==> config.mk <==
export PLATFORM = sky130hd
export DESIGN_NAME = alu_ripple32
export DESIGN_NICKNAME = d
export VERILOG_FILES = /design/src/rtl/alu_ripple_pkg.sv /design/src/rtl/alu_bit_slice.sv /design/src/rtl/alu_msb_slice.sv /design/src/rtl/alu_ripple_ctrl.sv /design/src/rtl/alu_ripple_dp.sv /design/src/rtl/alu_ripple32.sv
export SDC_FILE = /design/constraint.sdc
export NUM_CORES = 1
export LEC_CHECK = 0
export BUFFER_PORTS_ARGS = -buffer_cell sky130_fd_sc_hd__clkbuf_2
export CORE_MARGIN = 1.5
export CORE_UTILIZATION = 58
export DETAILED_ROUTE_END_ITERATION = 10
export PLACE_DENSITY = 0.9
export SYNTH_ARGS = -nofsm -noshare
export SYNTH_HDL_FRONTEND = slang
export SYNTH_SLANG_ARGS = --single-unit
==> constraint.sdc <==
create_clock -name vclk -period 51.6
set_input_delay 10.32 -clock vclk [all_inputs]
set_output_delay 10.32 -clock vclk [all_outputs]
set_load 0.02 [all_outputs]
==> src/rtl/alu_ripple_pkg.sv <==
`timescale 1ns/1ps
package alu_ripple_pkg;

  typedef enum logic [1:0] {
    SEL_AND  = 2'd0,
    SEL_OR   = 2'd1,
    SEL_SUM  = 2'd2,
    SEL_LESS = 2'd3
  } sel_e;

  typedef struct packed {
    logic bInvert;
    logic carryIn;
    sel_e resultSel;
  } alu_strobe_t;

  function automatic logic sumBit(input logic a, input logic b, input logic c);
    return a ^ b ^ c;
  endfunction

  function automatic logic carryBit(input logic a, input logic b, input logic c);
    return (a & b) | (a & c) | (b & c);
  endfunction

  function automatic logic pickResult(input sel_e sel, input logic andV, input logic orV,
                                      input logic sumV, input logic lessV);
    logic r;
    case (sel)
      SEL_AND: r = andV;
      SEL_OR:  r = orV;
      SEL_SUM: r = sumV;
      default: r = lessV;
    endcase
    return r;
  endfunction

endpackage

==> src/rtl/alu_bit_slice.sv <==
`timescale 1ns/1ps
module alu_bit_slice
  import alu_ripple_pkg::*;
(
  input  logic a,
  input  logic b,
  input  logic bInvert,
  input  logic cin,
  input  logic less,
  input  sel_e resultSel,
  output logic result,
  output logic cout
);
  logic bEff;
  logic sumV;

  assign bEff   = bInvert ? ~b : b;
  assign sumV   = sumBit(a, bEff, cin);
  assign cout   = carryBit(a, bEff, cin);
  assign result = pickResult(resultSel, a & bEff, a | bEff, sumV, less);
endmodule

==> src/rtl/alu_msb_slice.sv <==
`timescale 1ns/1ps
module alu_msb_slice
  import alu_ripple_pkg::*;
(
  input  logic a,
  input  logic b,
  input  logic bInvert,
  input  logic cin,
  input  logic less,
  input  sel_e resultSel,
  output logic result,
  output logic cout,
  output logic setOut,
  output logic ovfOut
);
  logic bEff;
  logic sumV;

  assign bEff   = bInvert ? ~b : b;
  assign sumV   = sumBit(a, bEff, cin);
  assign cout   = carryBit(a, bEff, cin);
  // signed overflow: carry into the sign bit differs from carry out of it
  assign ovfOut = cin ^ cout;
  // true sign of the difference, corrected for overflow
  assign setOut = sumV ^ ovfOut;
  assign result = pickResult(resultSel, a & bEff, a | bEff, sumV, less);
endmodule

==> src/rtl/alu_ripple_ctrl.sv <==
`timescale 1ns/1ps
module alu_ripple_ctrl
  import alu_ripple_pkg::*;
(
  input  logic        bNegate,
  input  logic [1:0]  opSel,
  output alu_strobe_t strobe
);
  always_comb begin
    strobe.bInvert   = bNegate;
    strobe.carryIn   = bNegate;
    strobe.resultSel = sel_e'(opSel);
  end
endmodule

==> src/rtl/alu_ripple_dp.sv <==
`timescale 1ns/1ps
module alu_ripple_dp
  import alu_ripple_pkg::*;
#(
  parameter int WIDTH = 32
) (
  input  logic [WIDTH-1:0] opA,
  input  logic [WIDTH-1:0] opB,
  input  alu_strobe_t      strobe,
  output logic [WIDTH-1:0] result,
  output logic             carryOut,
  output logic             overflow,
  output logic             zero
);
  localparam int MSB = WIDTH - 1;

  logic [WIDTH:0] carry;
  logic           setMsb;

  assign carry[0] = strobe.carryIn;

  for (genvar i = 0; i < WIDTH; i++) begin : g_slice
    if (i == MSB) begin : g_top
      alu_msb_slice u_slice (
        .a         (opA[i]),
        .b         (opB[i]),
        .bInvert   (strobe.bInvert),
        .cin       (carry[i]),
        .less      (1'b0),
        .resultSel (strobe.resultSel),
        .result    (result[i]),
        .cout      (carry[i+1]),
        .setOut    (setMsb),
        .ovfOut    (overflow)
      );
    end else if (i == 0) begin : g_bottom
      alu_bit_slice u_slice (
        .a         (opA[i]),
        .b         (opB[i]),
        .bInvert   (strobe.bInvert),
        .cin       (carry[i]),
        .less      (setMsb),
        .resultSel (strobe.resultSel),
        .result    (result[i]),
        .cout      (carry[i+1])
      );
    end else begin : g_mid
      alu_bit_slice u_slice (
        .a         (opA[i]),
        .b         (opB[i]),
        .bInvert   (strobe.bInvert),
        .cin       (carry[i]),
        .less      (1'b0),
        .resultSel (strobe.resultSel),
        .result    (result[i]),
        .cout      (carry[i+1])
      );
    end
  end

  assign carryOut = carry[WIDTH];
  assign zero     = ~|result;
endmodule

==> src/rtl/alu_ripple32.sv <==
`timescale 1ns/1ps
module alu_ripple32
  import alu_ripple_pkg::*;
#(
  parameter int WIDTH = 32
) (
  input  logic [WIDTH-1:0] opA,
  input  logic [WIDTH-1:0] opB,
  input  logic             bNegate,
  input  logic [1:0]       opSel,
  output logic [WIDTH-1:0] result,
  output logic             carryOut,
  output logic             overflow,
  output logic             zero
);
  alu_strobe_t strobe;

  alu_ripple_ctrl u_ctrl (
    .bNegate (bNegate),
    .opSel   (opSel),
    .strobe  (strobe)
  );

  alu_ripple_dp #(.WIDTH(WIDTH)) u_dp (
    .opA      (opA),
    .opB      (opB),
    .strobe   (strobe),
    .result   (result),
    .carryOut (carryOut),
    .overflow (overflow),
    .zero     (zero)
  );
endmodule


Word level (Yosys, flattened, before mapping). Cells that the tools add are included.

Flip-flop bits (word level): 0. Output and inout bits: 35.

Bitwise gates (word level): 290. Eq/ne operators: 2. Multiplexer cells: 64. Reduce and logical (&&, ||, !) cells: 3.

Operator list (number): $and 1x1->1 (96); $or 1x1->1 (96); $pmux 1 s3 (32); $xor 1x1->1 (66); $mux 1 (32); $not 1->1 (32); $reduce_or 32->1 (1); $eq 2x1->1 const B (1); $eq 2x2->1 const B (1); $logic_not 2->1 (1); $logic_not 1->1 (1).

Depth between registers and ports, before layout. Gate-level depths: netlist of the first run.

Depth in word-level cells: 103. Mapped depth: 40.

Modules after synthesis. Synthesis of the first run repeated with hierarchy kept, for this count alone.

Cells, all modules: 276. Area, all modules: 2945.3 µm².

By module, submodules not included: alu_bit_slice (cells each 8, area each 87.6 µm², sequential area each 0.0 µm², times used 31); alu_msb_slice (cells each 12, area each 123.9 µm², sequential area each 0.0 µm², times used 1); alu_ripple_dp (cells each 12, area each 76.3 µm², sequential area each 0.0 µm², times used 1); alu_ripple_ctrl (cells each 4, area each 30.0 µm², sequential area each 0.0 µm², times used 1).

Least setup slack after synthesis of the first run. OpenSTA, ideal clock, no wires.

Path kind: input-to-output. Start point: input port bNegate. End point: output port zero. Cell stages on the path: 40. Path slack: 16.648 ns. Required time: 41.280 ns. Arrival time: 24.632 ns. Path through: clkbuf_1 clkbuf_1 xor2_1 fa_1 fa_1 fa_1 fa_1 fa_1 fa_1 fa_1 fa_1 fa_1 fa_1 fa_1 fa_1 fa_1 fa_1 fa_1 (+4 left out) fa_1 fa_1 fa_1 fa_1 fa_1 fa_1 fa_1 fa_1 fa_1 fa_1 fa_1 fa_1 inv_1 o32ai_1 or4_1 or4b_1 nor3_1 and4_1.

RTL lines: start, declared (line alu_ripple32.sv:9) `input logic bNegate,`; $mux 1 (line alu_bit_slice.sv:17) `assign bEff = bInvert ? ~b : b;`; $and 1x1->1 (line alu_ripple_pkg.sv:22) `return (a & b) | (a & c) | (b & c);`; $or 1x1->1 (2 in a row) (line alu_ripple_pkg.sv:22); $and 1x1->1 (line alu_ripple_pkg.sv:22); $or 1x1->1 (2 in a row) (line alu_ripple_pkg.sv:22); $and 1x1->1 (line alu_ripple_pkg.sv:22); $or 1x1->1 (2 in a row) (line alu_ripple_pkg.sv:22); $and 1x1->1 (line alu_ripple_pkg.sv:22); (+78 left out); $or 1x1->1 (2 in a row) (line alu_ripple_pkg.sv:22); $and 1x1->1 (line alu_ripple_pkg.sv:22); $or 1x1->1 (2 in a row) (line alu_ripple_pkg.sv:22); $xor 1x1->1 (line alu_ripple_pkg.sv:18) `return a ^ b ^ c;`; $pmux 1 s3 * (line alu_ripple_pkg.sv:28) `case (sel)`; net u_dp.g_slice[31].g_top.u_slice.result (line alu_msb_slice.sv:11) `output logic result,`; $reduce_or 32->1 * (line alu_ripple_dp.sv:62) `assign zero = ~|result;`; $logic_not 1->1 * (line alu_ripple_dp.sv:62); end, declared (line alu_ripple32.sv:14) `output logic zero`.

Mark *: on every way through the listed nets, which the timed path passes. The rest lies on a longest branch.

Final worst setup path of the first run.
Start point: input port bNegate. End point: output port zero.

Word-level cells in the longest chain between the ends: 102.

Ends and longest elaborated chain: $mux 1 (line alu_bit_slice.sv:17); $and 1x1->1 (line alu_ripple_pkg.sv:22, alu_bit_slice.sv:20); $or 1x1->1 (2 in a row) (line alu_ripple_pkg.sv:22); $and 1x1->1 (line alu_ripple_pkg.sv:22); $or 1x1->1 (2 in a row) (line alu_ripple_pkg.sv:22); $and 1x1->1 (line alu_ripple_pkg.sv:22); $or 1x1->1 (2 in a row) (line alu_ripple_pkg.sv:22); $and 1x1->1 (line alu_ripple_pkg.sv:22); (+81 left out); $or 1x1->1 (2 in a row) (line alu_ripple_pkg.sv:22); $and 1x1->1 (line alu_ripple_pkg.sv:22); $or 1x1->1 (2 in a row) (line alu_ripple_pkg.sv:22); $xor 1x1->1 (line alu_msb_slice.sv:23) `assign ovfOut = cin ^ cout;`; $xor 1x1->1 (line alu_msb_slice.sv:25) `assign setOut = sumV ^ ovfOut;`; $pmux 1 s3 (line alu_ripple_pkg.sv:28); $reduce_or 32->1 * (line alu_ripple_dp.sv:62); $logic_not 1->1 * (line alu_ripple_dp.sv:62).

Every way passes the cells marked *; elsewhere a longest branch is shown, timed or not.

==> reports/results.env, run 1 <==
OUTCOME='finished, final reports clean'
SETUP.WORST_PATH.CLASS='primary input to output port'
GLOBAL_ROUTE_WIRE_LENGTH_BEFORE_REPAIR_UM=9920
ANTENNA_CELLS=0
CRITPATHBUFINV=4
MULTIINPUTGATEAREA_UM2=2440
YOSYSMOSTFREQUENTCELL='sky130_fd_sc_hd__inv_1'
AREA.GROWTH.SYNTH_TO_FINAL_PCT=10.0
SYNTH.AVG_CELL_AREA_UM2=7.95
DIE_WIDTH_UM=75.6
WL_UM=6240
SYNTH_LARGEST_TYPE_AREA_FRACTION_PCT=26.2
CELL_TYPES_OCCUPYING_THE_MOST_AREA_AFTER_SYNTHESIS='sky130_fd_sc_hd__ha_1 (26%), sky130_fd_sc_hd__fa_1 (21%), sky130_fd_sc_hd__inv_1 (10%)'
CRITPATHMAXFANOUT=34
GRT_REMAINING_OVERFLOW=0
LEAKAGEPOWER_uW=0.00197
FIN_TNS_SETUP_NS=0
CRITICAL_PATH_ARRIVAL_NS=25.23
IRDROPWORSTVDD_uV=8.83
ROUTE.VIAS.TOTAL=2481
ROUTABILITYCONGESTION=0.818
UNREPAIRED_SETUP_ENDPOINTS_AFTER_GLOBAL_ROUTING='no'
SYNTH_COMMONEST_CELLS='sky130_fd_sc_hd__inv_1 (81), sky130_fd_sc_hd__ha_1 (64), sky130_fd_sc_hd__nand2_1 (40)'
CTS_HOLD_REPAIR.BUFFERS=0
POWER_DENSITY_nW_PER_UM2=11.7
SYNTHDOMINANTAREACELLTYPE='sky130_fd_sc_hd__ha_1'
WORST_SLEW_MARGIN_REL_PCT=33.0
MAXIMUM_CLOCK_RATE_MHz=28.1
NETLIST_AREA_UM2=3050
CP-START-KIND='primary input'
SYNTH.YOSYS.WARNINGS=0
DRT_ITER0_DRC=70
BUFFER_COUNT_FROM_POST_CTS_SETUP_FIXING=0
GRT_PASS1_VIAS=2443
SYNTH.NET_COUNT=547
CRITICAL_PATH.TOP_DELAY_FAMILY='adder cells'
TIMING_HOLD_VIOLATIONS_FINAL=0
FINALWORSTPATHREQUIREDPERIOD_NS=35.55
MAXIMUM_NUMBER_OF_PINS_ON_ONE_NET_BEFORE_GLOBAL_ROUTE_REPAIR=56
ROUTED_WIRE_LENGTH_PER_INSTANCE_UM=12.2
FIN_NETS=605
WORST_SETUP_PATH_END_KIND='output port'
POST_DP_HPWL_UM=5330
CAP_VIOLATIONS=0
DRC=0
SLEW_VIOLATIONS=0
TIGHTEST_SLEW_NS=1.00
CORE_AREA_UM2=5070
DIE_AREA_UM2=5710
N_FILL_CELL=437
YOSYSUNIQUECELLTYPES=24
CLOCK_BUFFER_COUNT=0
DPL_CELL_AREA_UM2=3360
ANTENNA_FOUND_INITIAL=0
DATA_REQUIRED_CRITICAL_PATH_NS=41.28
POST-ROUTE-UTIL_PCT=66.2
DIE_HEIGHT_UM=75.6
PERIOD_SHARE_PCT=68.9
FINISH.INSTANCE_AREA_UM2=3360
GLOBAL_ROUTE.USAGE.TOTAL_PCT=22.0
PORT-BUFFER-COUNT=102
CTSRESIZECOUNT=0
WORSTHOLDPATHTYPE='primary input to output port'
MAX_STAGE_DELAY_NS=0.53
DETAIL_ROUTE.FIRST_PASS.ITERATIONS=4
START_UTIL_PCT=60.2
TOP_LEVEL_PORTS=102
ANTENNA_VIOLATING_NETS_POST_ROUTE=0
SYN-INSTANCE-COUNT=384
SEQ_AREA_UM2=0
SYNTH_SEQUENTIAL_AREA_RATIO_PCT=0
FINAL-SETUP-VIOL-COUNT=0
POST_DRT_VIA_CELL_RATIO=4.86
CRITICAL_PATH.MOST_COMMON_CELL='sky130_fd_sc_hd__fa_1'
FINAL_LAYOUT_SIZE_SUFFIX_GT1_SHARE_PCT=24.8
SEQUENTIAL_CELL_TOTAL=0
PLACEMENT_ROW_COUNT=26
SLOWEST_STAGE='sky130_fd_sc_hd__or4b_1'
[stage by stage]
stage               hold WS, ns  cells  total power (uW)  setup slack, ns
global route              21.18    510              44.6            15.44
detailed placement        21.15    510              39.3            16.00
finish                    21.15    510              39.1            16.05
CTS                       21.15    510              39.5            16.01
floorplan                 20.86    384              31.2            16.65
global placement          21.14    510              37.1            16.34
[routing by layer]
metal,GRT usage (%),up-vias,wire length (um)
li1,-,1233,-
met1,24.4,1157,2410
met2,44.1,85,3310
met3,4.10,6,465
met4,2.98,0,63
met5,0,-,0
[cells by family (layout without fill, tap and decap cells)]
| logic type | count (synthesis) | in the layout | synth area share [%] |
|---|---|---|---|
| buffers and inverters | 130 | 186 | 20.2 |
| adder cells (fa/ha/maj) | 96 | 96 | 47.2 |
| AND/OR/NAND/NOR | 66 | 66 | 10.1 |
| AO/OA/AOI/OAI | 46 | 46 | 8.28 |
| XOR/XNOR | 34 | 34 | 9.75 |
| multiplexers | 12 | 12 | 4.39 |
[cell usage in the layout, fill, tap and decap left out, drive strengths merged, types with 5 or more instances in the layout]
cell,n
nand2,40
ha,64
xor2,34
or4,5
o32ai,6
fa,32
mux2i,10
o21ai,40
inv,82
clkbuf,102
nor2,8
and2,6
[path summary, 6_finish.rpt]
path	from	to	slack (ns)	depth (start not counted)
min	opA[31]	carryOut	21.15	3
max	bNegate	zero	16.05	41
[power by group]
| group | internal, uW | leakage (uW) | switching (uW) | total (uW) |
|---|---|---|---|---|
| sequential | 0 | 0 | 0 | 0 |
| combinational | 14.9 | 0.00197 | 24.2 | 39.1 |
| clock | 0 | 0 | 0 | 0 |
| total | 14.9 | 0.00197 | 24.2 | 39.1 |
[final cells by class]
cell class	instances	share of cell area, %
well taps	70	2.61
repair buffers	104	15.6
multi-input cells	254	72.6
inverters	82	9.17
Power figures use the tool's default switching activity.
==> run 2, diff against run 1 <==
--- a/config.mk
+++ b/config.mk
@@ -7,9 +7,9 @@
 export LEC_CHECK = 0
 export BUFFER_PORTS_ARGS = -buffer_cell sky130_fd_sc_hd__clkbuf_2
 export CORE_MARGIN = 1.5
-export CORE_UTILIZATION = 58
+export CORE_UTILIZATION = 49
 export DETAILED_ROUTE_END_ITERATION = 10
-export PLACE_DENSITY = 0.9
+export PLACE_DENSITY = 0.81
 export SYNTH_ARGS = -nofsm -noshare
 export SYNTH_HDL_FRONTEND = slang
 export SYNTH_SLANG_ARGS = --single-unit
==> constraint.sdc (replaced) <==
create_clock -name vclk -period 29.1
set_input_delay 5.82 -clock vclk [all_inputs]
set_output_delay 5.82 -clock vclk [all_outputs]
set_load 0.02 [all_outputs]
==> run 2 against run 1 <==
  * Die area rose by 18%
  * Cell area rose by 0.19%
  * Non-clock buffer count unchanged
  * Final cell count up 0.98%
  * Hold slack worse by 9.0 ns
  * Critical path type unchanged
  * Highest routed layer is now met3
==> reports/results.env, run 2 (synthesis results as in run 1) <==
GLOBAL_ROUTE.USAGE.TOTAL_PCT=17.6
CLOCK_BUFFER_COUNT=0
LAYOUT_COMMONEST_CELL='sky130_fd_sc_hd__clkbuf_2'
FIN_TNS_SETUP_NS=0
POST_DP_HPWL_UM=5060
ROUTABILITYCONGESTION=0.788
WORST_SETUP_PATH_END_KIND='output port'
ROUTE.VIAS.TOTAL=2415
WORSTHOLDPATHTYPE='primary input to output port'
FINAL-SETUP-VIOL-COUNT=0
HOLD_PATH.STARTPOINT='opA[31]'
SEQUENTIAL_CELL_TOTAL=0
CRITPATHMAXFANOUT=34
CTS_HOLD_REPAIR.BUFFERS=0
GRT_REMAINING_OVERFLOW=0
GLOBAL_ROUTE_WIRE_LENGTH_BEFORE_REPAIR_UM=9490
LAYOUTNONFILLERINSTCOUNT=515
CP-START-KIND='primary input'
MAXIMUM_NUMBER_OF_PINS_ON_ONE_NET_BEFORE_GLOBAL_ROUTE_REPAIR=56
UNREPAIRED_SETUP_ENDPOINTS_AFTER_GLOBAL_ROUTING='no'
ANTENNA_VIOLATING_NETS_POST_ROUTE=0
PORT-BUFFER-COUNT=102
FINALWORSTPATHREQUIREDPERIOD_NS=26.56
CAP_VIOLATIONS=0
LEAKAGEPOWER_uW=0.00197
MAXIMUM_CLOCK_RATE_MHz=37.7
DRC=0
HOLD-PATH-CELL-COUNT=3
POWER_DENSITY_nW_PER_UM2=20.4
SEQ_AREA_UM2=0
CP-STARTPOINT='bNegate'
ROUTED_WIRE_LENGTH_PER_INSTANCE_UM=11.8
CRITICAL_PATH_ARRIVAL_NS=20.74
ANTENNA_CELLS=0
DIE_AREA_UM2=6710
DETAIL_ROUTE.FIRST_PASS.ITERATIONS=4
POST_DRT_VIA_CELL_RATIO=4.69
CORE_AREA_UM2=5960
IRDROPWORSTVDD_uV=15.3
CTSRESIZECOUNT=0
START_UTIL_PCT=51.3
DRT_ITER0_DRC=87
PLACED_CELLS_INCL_TAPS=515
SETUP.WORST_PATH.CLASS='primary input to output port'
OUTCOME='finished, final reports clean'
PERIOD_SHARE_PCT=91.3
TIMING_HOLD_VIOLATIONS_FINAL=0
PLACEMENT_ROW_COUNT=28
TOP_LEVEL_PORTS=102
FINAL_LAYOUT_SIZE_SUFFIX_GT1_SHARE_PCT=24.8
FIN_NETS=605
BUFFER_COUNT_FROM_POST_CTS_SETUP_FIXING=0
DATA_REQUIRED_CRITICAL_PATH_NS=23.28
ANTENNA_FOUND_INITIAL=0
MAX_STAGE_DELAY_NS=0.55
WORST_SLEW_MARGIN_REL_PCT=28.9
AREA.GROWTH.SYNTH_TO_FINAL_PCT=10.2
MOSTFREQUENTLAYOUTCELLS='sky130_fd_sc_hd__clkbuf_2 (102), sky130_fd_sc_hd__inv_1 (81), sky130_fd_sc_hd__ha_1 (64)'
WL_UM=6080
CRITICAL_PATH.MOST_COMMON_CELL='sky130_fd_sc_hd__fa_1'
SLEW_VIOLATIONS=0
DIE_WIDTH_UM=81.9
GRT_PASS1_VIAS=2240
TIGHTEST_SLEW_NS=1.06
SLOWEST_STAGE='sky130_fd_sc_hd__or4b_1'
DIE_HEIGHT_UM=81.9
[run 2: where the power goes]
part / total, uW / internal, uW / switching, uW / leakage (uW)
clock network: 0 / 0 / 0 / 0
registers: 0 / 0 / 0 / 0
logic: 68.5 / 26.2 / 42.3 / 0.00197
total: 68.5 / 26.2 / 42.3 / 0.00197
[run 2: critical path, delay by kind of cell]
| family | cells | cell delay [ns] |
|---|---|---|
| adder cells (fa/ha/maj) | 31 | 12.41 |
| AND/OR/NAND/NOR | 4 | 1.40 |
| buffers and inverters | 4 | 0.75 |
| XOR/XNOR | 1 | 0.22 |
| AO/OA/AOI/OAI | 1 | 0.08 |
[run 2: routing by layer]
layer  track usage, %  wire length [um]  vias up
met5                0                 0        -
met4            0.339                 0        0
met3             1.78               375        0
met2             33.5              2940       68
met1             22.4              2760     1115
li1                 -                 -     1232
[run 2: layout make-up]
cell class                      count  area (um2)
Inverter                           82         308
Multi-Input combinational cell    254        2440
Timing Repair Buffer              104         526
Fill cell                         535        2590
Tap cell                           75        93.8
[run 2: stage by stage]
step / power, uW / hold slack (ns) / area [um2] / worst slack, ns / util [%]
after floorplan: 55.4 / 11.86 / 3050 / 3.15 / -
after global placement: 66.6 / 12.14 / 3360 / 2.78 / 56.5
after detailed placement: 68.8 / 12.15 / 3360 / 2.56 / 56.5
after CTS: 69.2 / 12.15 / 3360 / 2.55 / 56.5
after global routing: 78.1 / 12.19 / 3360 / 2.03 / 56.5
final: 68.5 / 12.14 / 3360 / 2.54 / 56.5
[run 2: worst paths after layout]
check             slack, ns  endpoint
setup / recovery       2.54      zero
hold / removal        12.14  carryOut
